$ cat config.mk
export PLATFORM = sky130hd
export DESIGN_NAME = bus_proxy
export DESIGN_NICKNAME = d
export VERILOG_FILES = /design/src/rtl/bus_proxy_pkg.sv /design/src/rtl/bus_proxy_regs.sv /design/src/rtl/bus_proxy_launch.sv /design/src/rtl/bus_proxy.sv
export SDC_FILE = /design/constraint.sdc
export NUM_CORES = 1
export LEC_CHECK = 0
export ABC_AREA = 1
export BUFFER_PORTS_ARGS = -buffer_cell sky130_fd_sc_hd__buf_2
export CORE_MARGIN = 2
export CORE_UTILIZATION = 25
export DETAILED_ROUTE_END_ITERATION = 10
export PLACE_DENSITY = 0.45
export SETUP_SLACK_MARGIN = 0.05
export SYNTH_ARGS = -nofsm -noshare
export SYNTH_HDL_FRONTEND = slang
export SYNTH_SLANG_ARGS = --single-unit
$ cat constraint.sdc
create_clock -name clk -period 1.7 [get_ports clk]
set_input_delay 0.17 -clock clk [delete_from_list [all_inputs] [get_ports clk]]
set_output_delay 0.17 -clock clk [all_outputs]
set_load 0.01 [all_outputs]
$ cat src/rtl/bus_proxy_pkg.sv
package bus_proxy_pkg;
    localparam int WORD_W = 32;
    localparam int OFFS_W = 4;
    localparam int MID_W  = 6;
    localparam int INFO_W = 9;
    localparam int SEL_W  = 2;
    localparam int STRB_W = WORD_W / 8;

    localparam logic [OFFS_W-1:0] OFF_ADDR = 4'h0;
    localparam logic [OFFS_W-1:0] OFF_DATA = 4'h4;
    localparam logic [OFFS_W-1:0] OFF_CTRL = 4'h8;

    localparam int CB_WRITE  = 0;
    localparam int CB_SEL_LO = 1;
    localparam int CB_BE_LO  = 3;
    localparam int CB_NOALGN = 4;
    localparam int CB_INFO_LO = 7;
    localparam int CB_MID_LO = 25;
    localparam int CB_RAZ    = 31;

    typedef enum logic [1:0] {
        ST_IDLE = 2'd0,
        ST_REQ  = 2'd1,
        ST_WAIT = 2'd2
    } xfer_state_e;

    typedef struct packed {
        logic              write;
        logic [WORD_W-1:0] addr;
        logic [WORD_W-1:0] wdata;
        logic [STRB_W-1:0] strb;
        logic [MID_W-1:0]  mid;
        logic [INFO_W-1:0] info;
        logic [SEL_W-1:0]  sel;
    } bus_req_t;
endpackage

$ cat src/rtl/bus_proxy_regs.sv
module bus_proxy_regs
    import bus_proxy_pkg::*;
(
    input  logic              clk,
    input  logic              rst_n,
    input  logic              wr_en,
    input  logic [OFFS_W-1:0] offs,
    input  logic [WORD_W-1:0] wdata,
    output logic [WORD_W-1:0] rdata,
    input  logic              launch_ok,
    input  logic              rd_done,
    input  logic [WORD_W-1:0] rd_data,
    output logic              launch,
    output logic [WORD_W-1:0] launch_ctrl,
    output logic [WORD_W-1:0] addr_o,
    output logic [WORD_W-1:0] data_o
);
    localparam logic [WORD_W-1:0] CTRL_MASK = ~(WORD_W'(1) << CB_RAZ);

    typedef struct packed {
        logic [WORD_W-1:0] addr;
        logic [WORD_W-1:0] data;
        logic [WORD_W-1:0] ctrl;
    } regs_t;

    regs_t r_q, r_d;

    always_comb begin
        r_d         = r_q;
        launch_ctrl = wdata & CTRL_MASK;
        launch      = wr_en && (offs == OFF_CTRL) && launch_ok;
        if (wr_en && offs == OFF_ADDR) r_d.addr = wdata;
        if (wr_en && offs == OFF_DATA) r_d.data = wdata;
        if (launch)                    r_d.ctrl = launch_ctrl;
        if (rd_done)                   r_d.data = rd_data;
        unique case (offs)
            OFF_ADDR: rdata = r_q.addr;
            OFF_DATA: rdata = r_q.data;
            OFF_CTRL: rdata = r_q.ctrl;
            default:  rdata = '0;
        endcase
    end

    always_ff @(posedge clk or negedge rst_n) begin
        if (!rst_n) r_q <= '0;
        else        r_q <= r_d;
    end

    assign addr_o = r_q.addr;
    assign data_o = r_q.data;

    p_ctrl_kept_busy_r7: assert property (@(posedge clk) disable iff (!rst_n)
        (wr_en && offs == OFF_CTRL && !launch_ok) |=> $stable(r_q.ctrl));
    p_read_lands_r6: assert property (@(posedge clk) disable iff (!rst_n)
        rd_done |=> (r_q.data == $past(rd_data)));
    p_addr_write_r1: assert property (@(posedge clk) disable iff (!rst_n)
        (wr_en && offs == OFF_ADDR) |=> (addr_o == $past(wdata)));
endmodule

$ cat src/rtl/bus_proxy_launch.sv
module bus_proxy_launch
    import bus_proxy_pkg::*;
#(
    parameter int ALIGN_LSB = 4
) (
    input  logic              clk,
    input  logic              rst_n,
    input  logic              launch,
    input  logic [WORD_W-1:0] launch_ctrl,
    input  logic [WORD_W-1:0] addr,
    input  logic [WORD_W-1:0] data,
    input  logic              rd_disable,
    output logic              idle,
    output logic              busy,
    output logic              req_valid,
    input  logic              req_ready,
    output bus_req_t          req,
    input  logic              rsp_valid,
    input  logic [WORD_W-1:0] rsp_rdata,
    output logic              rd_done,
    output logic [WORD_W-1:0] rd_data
);
    localparam logic [WORD_W-1:0] ALIGN_MASK = ~((WORD_W'(1) << ALIGN_LSB) - WORD_W'(1));

    typedef struct packed {
        xfer_state_e st;
        bus_req_t    req;
    } lch_t;

    lch_t l_q, l_d;
    logic is_wr, rd_blocked;

    always_comb begin
        l_d        = l_q;
        rd_done    = 1'b0;
        rd_data    = rsp_rdata;
        is_wr      = launch_ctrl[CB_WRITE];
        rd_blocked = !is_wr && rd_disable;
        unique case (l_q.st)
            ST_IDLE: begin
                if (launch && !rd_blocked) begin
                    l_d.st        = ST_REQ;
                    l_d.req.write = is_wr;
                    l_d.req.addr  = (is_wr || launch_ctrl[CB_NOALGN]) ? addr : (addr & ALIGN_MASK);
                    l_d.req.wdata = data;
                    l_d.req.strb  = launch_ctrl[CB_BE_LO +: STRB_W];
                    l_d.req.mid   = launch_ctrl[CB_MID_LO +: MID_W];
                    l_d.req.info  = launch_ctrl[CB_INFO_LO +: INFO_W];
                    l_d.req.sel   = launch_ctrl[CB_SEL_LO +: SEL_W];
                end
            end
            ST_REQ: begin
                if (req_ready) l_d.st = ST_WAIT;
            end
            ST_WAIT: begin
                if (rsp_valid) begin
                    l_d.st  = ST_IDLE;
                    rd_done = !l_q.req.write;
                end
            end
            default: l_d.st = ST_IDLE;
        endcase
    end

    always_ff @(posedge clk or negedge rst_n) begin
        if (!rst_n) l_q <= '{st: ST_IDLE, req: '0};
        else        l_q <= l_d;
    end

    assign idle      = (l_q.st == ST_IDLE);
    assign busy      = !idle;
    assign req_valid = (l_q.st == ST_REQ);
    assign req       = l_q.req;

    p_req_hold_r5: assert property (@(posedge clk) disable iff (!rst_n)
        (req_valid && !req_ready) |=> (req_valid && $stable(req)));
    p_req_from_launch_r2: assert property (@(posedge clk) disable iff (!rst_n)
        $rose(req_valid) |-> $past(launch));
    p_disabled_read_r9: assert property (@(posedge clk) disable iff (!rst_n)
        (launch && !launch_ctrl[CB_WRITE] && rd_disable) |=> !busy);
    p_busy_ends_r7: assert property (@(posedge clk) disable iff (!rst_n)
        (busy && !req_valid && rsp_valid) |=> !busy);
endmodule

$ cat src/rtl/bus_proxy.sv
module bus_proxy
    import bus_proxy_pkg::*;
#(
    parameter int ALIGN_LSB = 4
) (
    input  logic              clk,
    input  logic              rst_n,
    input  logic              s_wr_en,
    input  logic [OFFS_W-1:0] s_offs,
    input  logic [WORD_W-1:0] s_wdata,
    output logic [WORD_W-1:0] s_rdata,
    input  logic              rd_disable,
    output logic              busy,
    output logic              m_req_valid,
    input  logic              m_req_ready,
    output logic              m_req_write,
    output logic [WORD_W-1:0] m_req_addr,
    output logic [WORD_W-1:0] m_req_wdata,
    output logic [STRB_W-1:0] m_req_strb,
    output logic [MID_W-1:0]  m_req_mid,
    output logic [INFO_W-1:0] m_req_info,
    output logic [SEL_W-1:0]  m_req_sel,
    input  logic              m_rsp_valid,
    input  logic [WORD_W-1:0] m_rsp_rdata
);
    logic              launch, idle, rd_done;
    logic [WORD_W-1:0] launch_ctrl, addr_w, data_w, rd_data;
    bus_req_t          req;

    bus_proxy_regs u_regs (
        .clk(clk), .rst_n(rst_n), .wr_en(s_wr_en), .offs(s_offs), .wdata(s_wdata),
        .rdata(s_rdata), .launch_ok(idle), .rd_done(rd_done), .rd_data(rd_data),
        .launch(launch), .launch_ctrl(launch_ctrl), .addr_o(addr_w), .data_o(data_w)
    );

    bus_proxy_launch #(.ALIGN_LSB(ALIGN_LSB)) u_launch (
        .clk(clk), .rst_n(rst_n), .launch(launch), .launch_ctrl(launch_ctrl),
        .addr(addr_w), .data(data_w), .rd_disable(rd_disable), .idle(idle),
        .busy(busy), .req_valid(m_req_valid), .req_ready(m_req_ready), .req(req),
        .rsp_valid(m_rsp_valid), .rsp_rdata(m_rsp_rdata), .rd_done(rd_done),
        .rd_data(rd_data)
    );

    assign m_req_write = req.write;
    assign m_req_addr  = req.addr;
    assign m_req_wdata = req.wdata;
    assign m_req_strb  = req.strb;
    assign m_req_mid   = req.mid;
    assign m_req_info  = req.info;
    assign m_req_sel   = req.sel;

    p_reset_quiet_r10: assert property (@(posedge clk) $rose(rst_n) |-> (!busy && !m_req_valid));
endmodule

==> results.md <==
- Number of vias after detailed routing: 7770
- Slew margin rel.: 0.526
- Max-Cap Viols: 0
- Die X: 193 um
- Wl on met1: 14.8 mm
- Worst Hold Path EP: u_regs.addr_o[0]
- GR Util All Layers: 0.172
- Area of the multi-input gates: 0.00333 mm^2
- # diodes: 0
- Post-synth top flop: dfrtp_1
- Setup CP Type: register to output pin
- Total chip power: 12.9 mW
- Worst Tran Pin Value: 0.710 ns
- Fill cell count: 3846
- Hold Path Origin: s_wdata[0]
- Post-route DRC: 0
- Layout area overhead: 22.0%
- Status: finished clean
- Fin Setup TNS: 0 ns
- Worst-path maximum fanout: 3
- Nets: 1326
- Hpwl dp: 20.7 mm
- Cell Chain, Critical Path: inv_1, nor2_1, buf_2
- Total CTS buffers: 17
- Final Hold Fails: 0
- Storage cell area: 0.00458 mm^2
- IO buf count: 193
- Critical Path End Type: output pin
- Vias per cell: 4.50
- Vias in the first global route: 7687
- Worst Path Required: 1.53 ns
- Synth warn: 0
- Core ar.: 0.0353 mm^2
- Hold path depth: 3
- Final ANT Viol Nets: 0
- Critical path's largest stage delay: 0.39 ns
- Post-synth top area share: 0.515
- Reg-to-reg endpoint: u_launch.req[24]
- RSZ-0062 raised after global routing: yes
- Max clock buf depth: 2
- CP Launch Point: u_launch.l_q[86]
- Clock Latency Late Sink: 0.45 ns
- FFs w/ async S/R, synth: 1.00
- Routability Congestion: 0.762
- Final min period: 1.54 ns
- RR Startpoint: u_launch.l_q[87]
- Drt wl/cell: 18.0 um
- Post-synthesis cell count: 1135
- Met3 WL post-DR: 1.55 mm
- Tcrit/Tclk final: 0.909
- CTS tree: done
- Cell with the most instances after synthesis: nand2_1
- Rows: 69
- Leakage: 5.90 nW
- Ports: 194
- Mapped cell area: 0.00888 mm^2
- Max IR drop VDD: 0.691 mV
- Flop2flop setup slack: 0.17 ns
- Root Buffer: clkbuf_16
- Net Count, Synth: 1209
- Max Used Layer: met4
- Clk sink count: 183
- CTS H-tree depth: 4
- Seq/Total Area, Yosys: 0.515
- Largest net degree at the start of global routing: 74
- Seq cells post-synth: 183
- Final setup viols: 0
- Leading area contributor after synthesis: dfrtp_1
- Startpoint Class: register
- Worst hold path class: input pin to register
- Post-synth cell types: 18
- Post-CTS Resized: 0
- First-pass iteration count of the detailed router: 4
- Most frequent cells after synthesis: nand2_1, nand3_1, dfrtp_1
- Slowest-stage cell, CP: dfrtp_1
- Die footprint: 0.0371 mm^2
- Share of post-route cells with drive strength above 1: 0.218
- Crit path arrival time: 1.37 ns
- GRT Residual Overflow: 0
- Routed WL: 31.1 mm
- Reg2Reg Depth: 6
- Number of enable flip-flop cells after synthesis: 0
- F_max: 647 MHz
- Pins over their slew limit: 0
- Starting Density: 0.252
- Routed wire length on met2: 14.1 mm
- Die H: 193 um
- Number of antenna violations at the first check in global routing: 0
- First-pass GRT wire length: 47.6 mm
- Synthesized area per cell: 7.83 um^2
- Initial DRC Count: 464
- Largest cells by area after synthesis: dfrtp_1, nand2_1, nand3_1
- Worst-path clk slew: 0.07 ns
- Layout Skew: 0.00970 ns
- PD cells: 1190 mW/mm^2
==> cell usage in the layout (no fill, tap or decap), types with 2 or more instances in the layout <==
master,Yosys,routed
clkbuf_8,0,2
buf_2,25,192
nand2_2,0,2
inv_2,4,4
buf_4,90,20
clkbuf_16,0,17
nand2_4,0,2
clkinv_2,0,2
o21ai_0,25,25
o21ai_1,9,9
bufinv_16,0,2
nand3_1,199,198
nor2_1,11,8
dlygate4sd3_1,0,27
nand2_1,512,508
clkinvlp_4,0,4
o211ai_1,10,10
nor2_4,2,8
inv_1,18,18
buf_12,0,14
inv_6,0,3
dfrtp_1,183,183
==> critical path, delay by kind of cell (launching register included) <==
| family | cells | cell delay, ns |
|---|---|---|
| buffers and inverters | 2 | 0.28 |
| and+or+nand+nor | 1 | 0.26 |
| DFF | 1 | 0.39 |
==> cells by family after synthesis <==
family,after synthesis,share of synthesized area
buffers and inverters,179,0.117
AND/OR/NAND/NOR,728,0.339
flip-flops,183,0.515
AO/OA/AOI/OAI,45,0.0286
==> worst max-delay path by stage <==
stage	depth (start not counted)	to	slack, ns
detailed placement	6	u_launch.req[43]	0.17
CTS	3	m_req_valid	0.1
global route	6	u_launch.req[74]	0.04
finish	3	m_req_valid	0.16
global placement	6	u_launch.req[43]	0.14
floorplan	8	u_regs.data_o[17]	0.28
==> layout make-up <==
class	count	share of cell area
repair buffers	254	0.155
well taps	461	0.0532
flip-flops and latches	183	0.422
clock inverters	13	0.0135
multi-input cells	773	0.308
inverters	23	0.00796
clock buffers	19	0.0409
==> per-layer routing <==
metal  up-vias  GRT usage
li1       3755          -
met1      3774      0.244
met2       213      0.266
met3        28     0.0302
met4         0     0.0540
met5         -          0
==> registers in the layout, indices dropped and copies added, names as in the netlist <==
name and flops:
u_regs.data_o 32, u_regs.addr_o 32, u_launch.req 86, u_regs.r_q 31, u_launch.l_q 2
==> power breakdown <==
| part | internal [mW] | switching, mW |
|---|---|---|
| Sequential | 5.44 | 0.710 |
| Clock | 2.23 | 1.89 |
| Combinational | 1.06 | 1.58 |
==> through the flow <==
stage               setup slack [ns]  cell area [um^2]  utilization  std cells  hold slack [ns]
finish                         0.155             10800        0.307       1726           0.0237
global route                  0.0437             10800        0.307       1726           0.0252
global placement               0.143              9980        0.283       1667            0.110
detailed placement             0.168              9980        0.283       1667            0.112
floorplan                      0.283              8880            -       1135           -0.126
CTS                           0.0995             10800        0.307       1726          0.00191
==> timing repair <==
action,in CTS,in global routing
setup buffers,0,0
hold buffers,27,0
hold endpoints to repair,83,0
endpoints found under the setup margin,0,2
No activity file was read; power rests on OpenSTA's default activity.
